[src/rtl/drv_serial_pkg.sv]
package drv_serial_pkg;

    typedef struct packed {
        logic fall;
        logic rise;
    } edge_t;

    function automatic edge_t detect_edge(input logic now_v, input logic prev_v);
        edge_t e;
        e.fall = prev_v & ~now_v;
        e.rise = ~prev_v & now_v;
        return e;
    endfunction

endpackage

[src/rtl/drv_serial_sync.sv]
module drv_serial_sync #(
    parameter int W = 3,
    parameter logic [W-1:0] RST_VAL = '0
) (
    input  logic         clk,
    input  logic         rst_n,
    input  logic [W-1:0] async_in,
    output logic [W-1:0] sync_out
);

    typedef struct packed {
        logic [W-1:0] meta;
        logic [W-1:0] stab;
    } sync_t;

    sync_t s_d, s_q;

    always_comb begin
        s_d      = s_q;
        s_d.meta = async_in;
        s_d.stab = s_q.meta;
    end

    always_ff @(posedge clk or negedge rst_n) begin
        if (!rst_n) begin
            s_q.meta <= RST_VAL;
            s_q.stab <= RST_VAL;
        end else begin
            s_q <= s_d;
        end
    end

    assign sync_out = s_q.stab;

endmodule

[src/rtl/drv_serial_shifter.sv]
module drv_serial_shifter #(
    parameter int SR_W      = 16,
    parameter int UNIT_LOG2 = 3
) (
    input  logic            clk,
    input  logic            rst_n,
    input  logic            load,
    input  logic            active,
    input  logic            sck_fall,
    input  logic            sck_rise,
    input  logic            sdi_s,
    input  logic [SR_W-1:0] load_val,
    output logic [SR_W-1:0] sr_out,
    output logic            sdo_bit,
    output logic            frame_ok
);

    localparam int CNT_W = (UNIT_LOG2 < 1) ? 1 : UNIT_LOG2;

    typedef struct packed {
        logic [SR_W-1:0]  sr;
        logic             sdo;
        logic [CNT_W-1:0] cnt;
        logic             seen;
    } shf_t;

    shf_t f_d, f_q;

    always_comb begin
        f_d = f_q;
        if (load) begin
            f_d.sr   = load_val;
            f_d.sdo  = load_val[SR_W-1];
            f_d.cnt  = '0;
            f_d.seen = 1'b0;
        end else if (active) begin
            if (sck_fall) begin
                f_d.sr   = {f_q.sr[SR_W-2:0], sdi_s};
                f_d.cnt  = f_q.cnt + 1'b1;
                f_d.seen = 1'b1;
            end
            if (sck_rise) begin
                f_d.sdo = f_q.sr[SR_W-1];
            end
        end
    end

    always_ff @(posedge clk or negedge rst_n) begin
        if (!rst_n) begin
            f_q <= '0;
        end else begin
            f_q <= f_d;
        end
    end

    assign sr_out   = f_q.sr;
    assign sdo_bit  = f_q.sdo;
    assign frame_ok = f_q.seen && (f_q.cnt == '0);

endmodule

[src/rtl/drv_serial_diag.sv]
module drv_serial_diag #(
    parameter int W = 16
) (
    input  logic         clk,
    input  logic         rst_n,
    input  logic [W-1:0] set_i,
    input  logic         clr_i,
    output logic [W-1:0] flags
);

    typedef struct packed {
        logic [W-1:0] flag;
    } dg_t;

    dg_t g_d, g_q;

    always_comb begin
        g_d      = g_q;
        g_d.flag = (clr_i ? '0 : g_q.flag) | set_i;
    end

    always_ff @(posedge clk or negedge rst_n) begin
        if (!rst_n) begin
            g_q <= '0;
        end else begin
            g_q <= g_d;
        end
    end

    assign flags = g_q.flag;

endmodule

[src/rtl/drv_serial_ctrl.sv]
module drv_serial_ctrl #(
    parameter int NCH       = 8,
    parameter int SR_W      = 2 * NCH,
    parameter int UNIT_LOG2 = 3,
    parameter logic [SR_W-1:0] CTRL_INIT = '0
) (
    input  logic            clk,
    input  logic            rst_n,
    input  logic            cs_n,
    input  logic            sck,
    input  logic            sdi,
    output logic            sdo,
    output logic            sdo_en,
    input  logic [SR_W-1:0] diag_set,
    output logic [SR_W-1:0] ctrl_word,
    output logic [NCH-1:0]  drive_en
);

    import drv_serial_pkg::*;

    logic [2:0]      pins_s;
    logic            cs_s, sck_s, sdi_s;
    edge_t           cs_e, sck_e;
    logic            cs_fall, cs_rise, active;
    logic [SR_W-1:0] sr_q;
    logic [SR_W-1:0] diag_q;
    logic            frame_ok;
    logic            sdo_bit;

    typedef struct packed {
        logic            cs_prev;
        logic            sck_prev;
        logic [SR_W-1:0] ctrl;
    } top_t;

    top_t t_d, t_q;

    drv_serial_sync #(.W(3), .RST_VAL(3'b100)) u_sync (
        .clk     (clk),
        .rst_n   (rst_n),
        .async_in({cs_n, sck, sdi}),
        .sync_out(pins_s)
    );

    assign cs_s  = pins_s[2];
    assign sck_s = pins_s[1];
    assign sdi_s = pins_s[0];

    assign cs_e    = detect_edge(cs_s, t_q.cs_prev);
    assign sck_e   = detect_edge(sck_s, t_q.sck_prev);
    assign cs_fall = cs_e.fall;
    assign cs_rise = cs_e.rise;
    assign active  = ~cs_s & ~t_q.cs_prev;

    drv_serial_shifter #(.SR_W(SR_W), .UNIT_LOG2(UNIT_LOG2)) u_shf (
        .clk     (clk),
        .rst_n   (rst_n),
        .load    (cs_fall),
        .active  (active),
        .sck_fall(sck_e.fall),
        .sck_rise(sck_e.rise),
        .sdi_s   (sdi_s),
        .load_val(diag_q),
        .sr_out  (sr_q),
        .sdo_bit (sdo_bit),
        .frame_ok(frame_ok)
    );

    drv_serial_diag #(.W(SR_W)) u_diag (
        .clk  (clk),
        .rst_n(rst_n),
        .set_i(diag_set),
        .clr_i(cs_rise),
        .flags(diag_q)
    );

    always_comb begin
        t_d          = t_q;
        t_d.cs_prev  = cs_s;
        t_d.sck_prev = sck_s;
        if (cs_rise && frame_ok) begin
            t_d.ctrl = sr_q;
        end
    end

    always_ff @(posedge clk or negedge rst_n) begin
        if (!rst_n) begin
            t_q.cs_prev  <= 1'b1;
            t_q.sck_prev <= 1'b0;
            t_q.ctrl     <= CTRL_INIT;
        end else begin
            t_q <= t_d;
        end
    end

    assign sdo       = sdo_bit;
    assign sdo_en    = ~t_q.cs_prev;
    assign ctrl_word = t_q.ctrl;

    generate
        for (genvar c = 0; c < NCH; c++) begin : g_drv
            assign drive_en[c] = t_q.ctrl[c];
        end
    endgenerate

endmodule

[config.mk]
export PLATFORM = sky130hd
export DESIGN_NAME = drv_serial_ctrl
export DESIGN_NICKNAME = d
export VERILOG_FILES = /design/src/rtl/drv_serial_pkg.sv /design/src/rtl/drv_serial_sync.sv /design/src/rtl/drv_serial_shifter.sv /design/src/rtl/drv_serial_diag.sv /design/src/rtl/drv_serial_ctrl.sv
export SDC_FILE = /design/constraint.sdc
export NUM_CORES = 1
export LEC_CHECK = 0
export BUFFER_PORTS_ARGS = -buffer_cell sky130_fd_sc_hd__buf_4
export CAP_MARGIN = 20
export CORE_MARGIN = 4
export CORE_UTILIZATION = 60
export DETAILED_ROUTE_END_ITERATION = 8
export PLACE_DENSITY = 0.84
export SETUP_SLACK_MARGIN = 0.15
export SLEW_MARGIN = 20
export SYNTH_ARGS = -nofsm -noshare
export SYNTH_HDL_FRONTEND = slang
export SYNTH_SLANG_ARGS = --single-unit
[constraint.sdc]
create_clock -name clk -period 3.7 [get_ports clk]
set_clock_uncertainty 0.15 [all_clocks]
set_input_delay 0.74 -clock clk [delete_from_list [all_inputs] [get_ports clk]]
set_output_delay 0.74 -clock clk [all_outputs]
set_load 0.01 [all_outputs]
==> flow_metrics.tcl <==
set metrics [dict create \
    outcome "completed" \
    synth_common_cells "dfrtp_1, mux2_4, buf_4, mux2_2, a21o_1" \
    wl_mm 4.592 \
    critPathRequiredTime_ps 3760 \
    cts_tree "built" \
    drive_above_1_share_pct 52.56 \
    worst-path-buf-inv 0 \
    crit_path_start_kind "register" \
    die_y_um 75.80 \
    antenna_cells 0 \
    hold_viol_final 0 \
    final_cells 267 \
    cts_root_buffer "clkbuf_8" \
    clk_path_buf_depth 2 \
    tns_ps 0 \
    core_region_area_um2 4414 \
    die-area_um2 5745 \
    min_period_ps 2372 \
    irDropWorstVdd_mv 0.3149 \
    area_growth_pct 11.66 \
    drv_slew 0 \
    dp_hpwl_mm 3.214 \
    synth_cells 184 \
    postCtsResizedCells 0 \
    antenna_found_initial 0 \
    async_flop_share_pct 100.0 \
    grt_pass1_wl_mm 7.741 \
    yosysWarnings 0 \
    slowest_stage "nor3_4" \
    yosys.cell_types.count 27 \
    rrSetupSlack_ps 1330 \
    slowest_delay_ps 840 \
    yosysSeqAreaShare_pct 55.49 \
    gp_congestion 0.7188 \
    p_per_area_nw_per_um2 694.1 \
    synth_most_common_cell "dfrtp_1" \
    path_class "reg -> reg" \
    grt_max_degree 62 \
    netlist.area_leader.share_pct 52.63 \
    io_buffers 46 \
    wl_per_cell_um 17.20 \
    ant_nets 0 \
    drv_cap 0 \
    yosys.area.top_type "dfrtp_1" \
    slew_headroom_pct 33.25 \
    cp.arrival_ps 2440 \
    hold_class "reg -> reg" \
    synth-main-ff-cell "dfrtp_1" \
    final_nets 233 \
    die_width_um 75.80 \
    cts_buffers 9 \
    endpoint_kind "register" \
    vias 1407 \
    grt-ovfl-total 0 \
    row_count 24 \
    path_cells "nand2b_4 -> nor3_4 -> mux2_2" \
    leakage_nw 1.384 \
    avgSynthCellArea_um2 14.99 \
    synth_area_um2 2758 \
    dp_cells 251 \
    grt_pass1_vias 1544 \
    critPathMaxFanout 17 \
    clk_latency_ps 330 \
    rsz0062_at_grt "false" \
    routed_via_density 5.270 \
    worstMarginPinSlew_ps 998.0 \
    cts_hold_buf 0 \
    clk_pin_slew_ps 60 \
    cts_sinks 61 \
    grt_usage_pct 19.16 \
    cts_setup_buffers 0 \
    layout_worst_path_cycle_share_pct 64.10 \
    critPathTopFamily "simple AND/OR/NAND/NOR gates" \
    synth_fp_nets 207 \
    fill_cells 297 \
    synth_edf_count 0 \
    fmax_ghz 0.4216 \
    setup_viol 0 \
    htree_num_levels 3 \
    drtIter0Drc 62 \
    holdWs_ps 205.9 \
    synth_area_leaders "dfrtp_1, mux2_4, mux2_2" \
    drc 0 \
    ys_seq_elements 61 \
    start_util_pct 62.47 \
    io_pins 47 \
    drt_pass1_iterations 2 \
]
cells by family (layout without fill, tap and decap cells):
| group | count (synthesis) | after routing | share of synthesized area (%) |
|---|---|---|---|
| AOI/OAI and AO/OA | 21 | 21 | 5.944 |
| xor gates and xnor gates | 2 | 2 | 0.6353 |
| adders and majority gates | 2 | 2 | 0.9073 |
| buffers and inverters | 35 | 66 | 9.981 |
| DFF | 61 | 61 | 55.49 |
| muxes | 47 | 47 | 22.69 |
| and+or+nand+nor | 16 | 16 | 4.356 |
report_power, final:
part           switching [W]  internal [W]
combinational       0.000221      0.000419
sequential          0.000140      0.000848
clock               0.000229      0.000280
total               0.000590       0.00155
state kept, by name, indices dropped and copies added, names as in the netlist:
register / flops
t_q: 2
u_sync.s_d: 3
u_shf.sr_out: 16
u_shf.sdo_bit: 1
u_diag.flags: 16
ctrl_word: 16
u_shf.f_q: 4
u_sync.sync_out: 3
final timing paths:
kind	start	endpoint	depth (start not counted)
worst max-delay path	u_sync.sync_out[2]$_DFF_PN1_	ctrl_word[11]$_DFFE_PN0P_	3
worst min-delay path	u_sync.s_d[0]$_DFF_PN0_	u_sync.sync_out[0]$_DFF_PN0_	0
worst max register to register	u_sync.sync_out[2]$_DFF_PN1_	ctrl_word[11]$_DFFE_PN0P_	3
worst min register to register	u_sync.s_d[0]$_DFF_PN0_	u_sync.sync_out[0]$_DFF_PN0_	0
max in group asynchronous	rst_n	u_diag.flags[1]$_DFF_PN0_	1
min in group asynchronous	rst_n	u_shf.sr_out[3]$_DFFE_PN0P_	1
routing by layer:
metal	track usage (%)	part of all wire (%)	wire, µm
met5	0	0	0
met4	7.573	2.0	91
met3	9.103	6.2	283
met2	29.75	51	2330
met1	23.09	41	1887
final cells by class:
cell class	instances	area, µm²	share of cell area [%]
flip-flops and latches	61	1530	49.70
clock inverters	1	5.005	0.1625
repair buffers	46	345.3	11.21
inverters	4	15.01	0.4876
well taps	52	65.06	2.113
multi-input cells	88	952.2	30.92
clock buffers	15	166.4	5.404
worst register-to-register path, cell delays in order (launching register included):
cell,delay (ps)
dfstp_2,640
nand2b_4,180
nor3_4,850
mux2_2,440
per-stage QoR:
stage | worst slack, ps | total power, W | util, % | area, µm²
finish | 1328 | 0.002137 | 69.76 | 3079
global route | 1219 | 0.002260 | 69.76 | 3079
CTS | 1313 | 0.002172 | 69.76 | 3079
detailed placement | 1309 | 0.001651 | 65.87 | 2908
global placement | 1371 | 0.001611 | 65.87 | 2908
floorplan | 1811 | 0.001517 | - | 2758
cell usage in the layout (no fill, tap or decap), drive strengths merged, types with 2 or more instances in the layout:
cell	synthesis	layout
a21o	16	16
a21oi	3	3
buf	30	46
clkbuf	1	15
dfrtp	58	58
dfstp	3	3
ha	2	2
inv	4	4
mux2	46	46
nand2b	4	4
nor2	6	6
xnor2	2	2
Power figures use the tool's default switching activity.
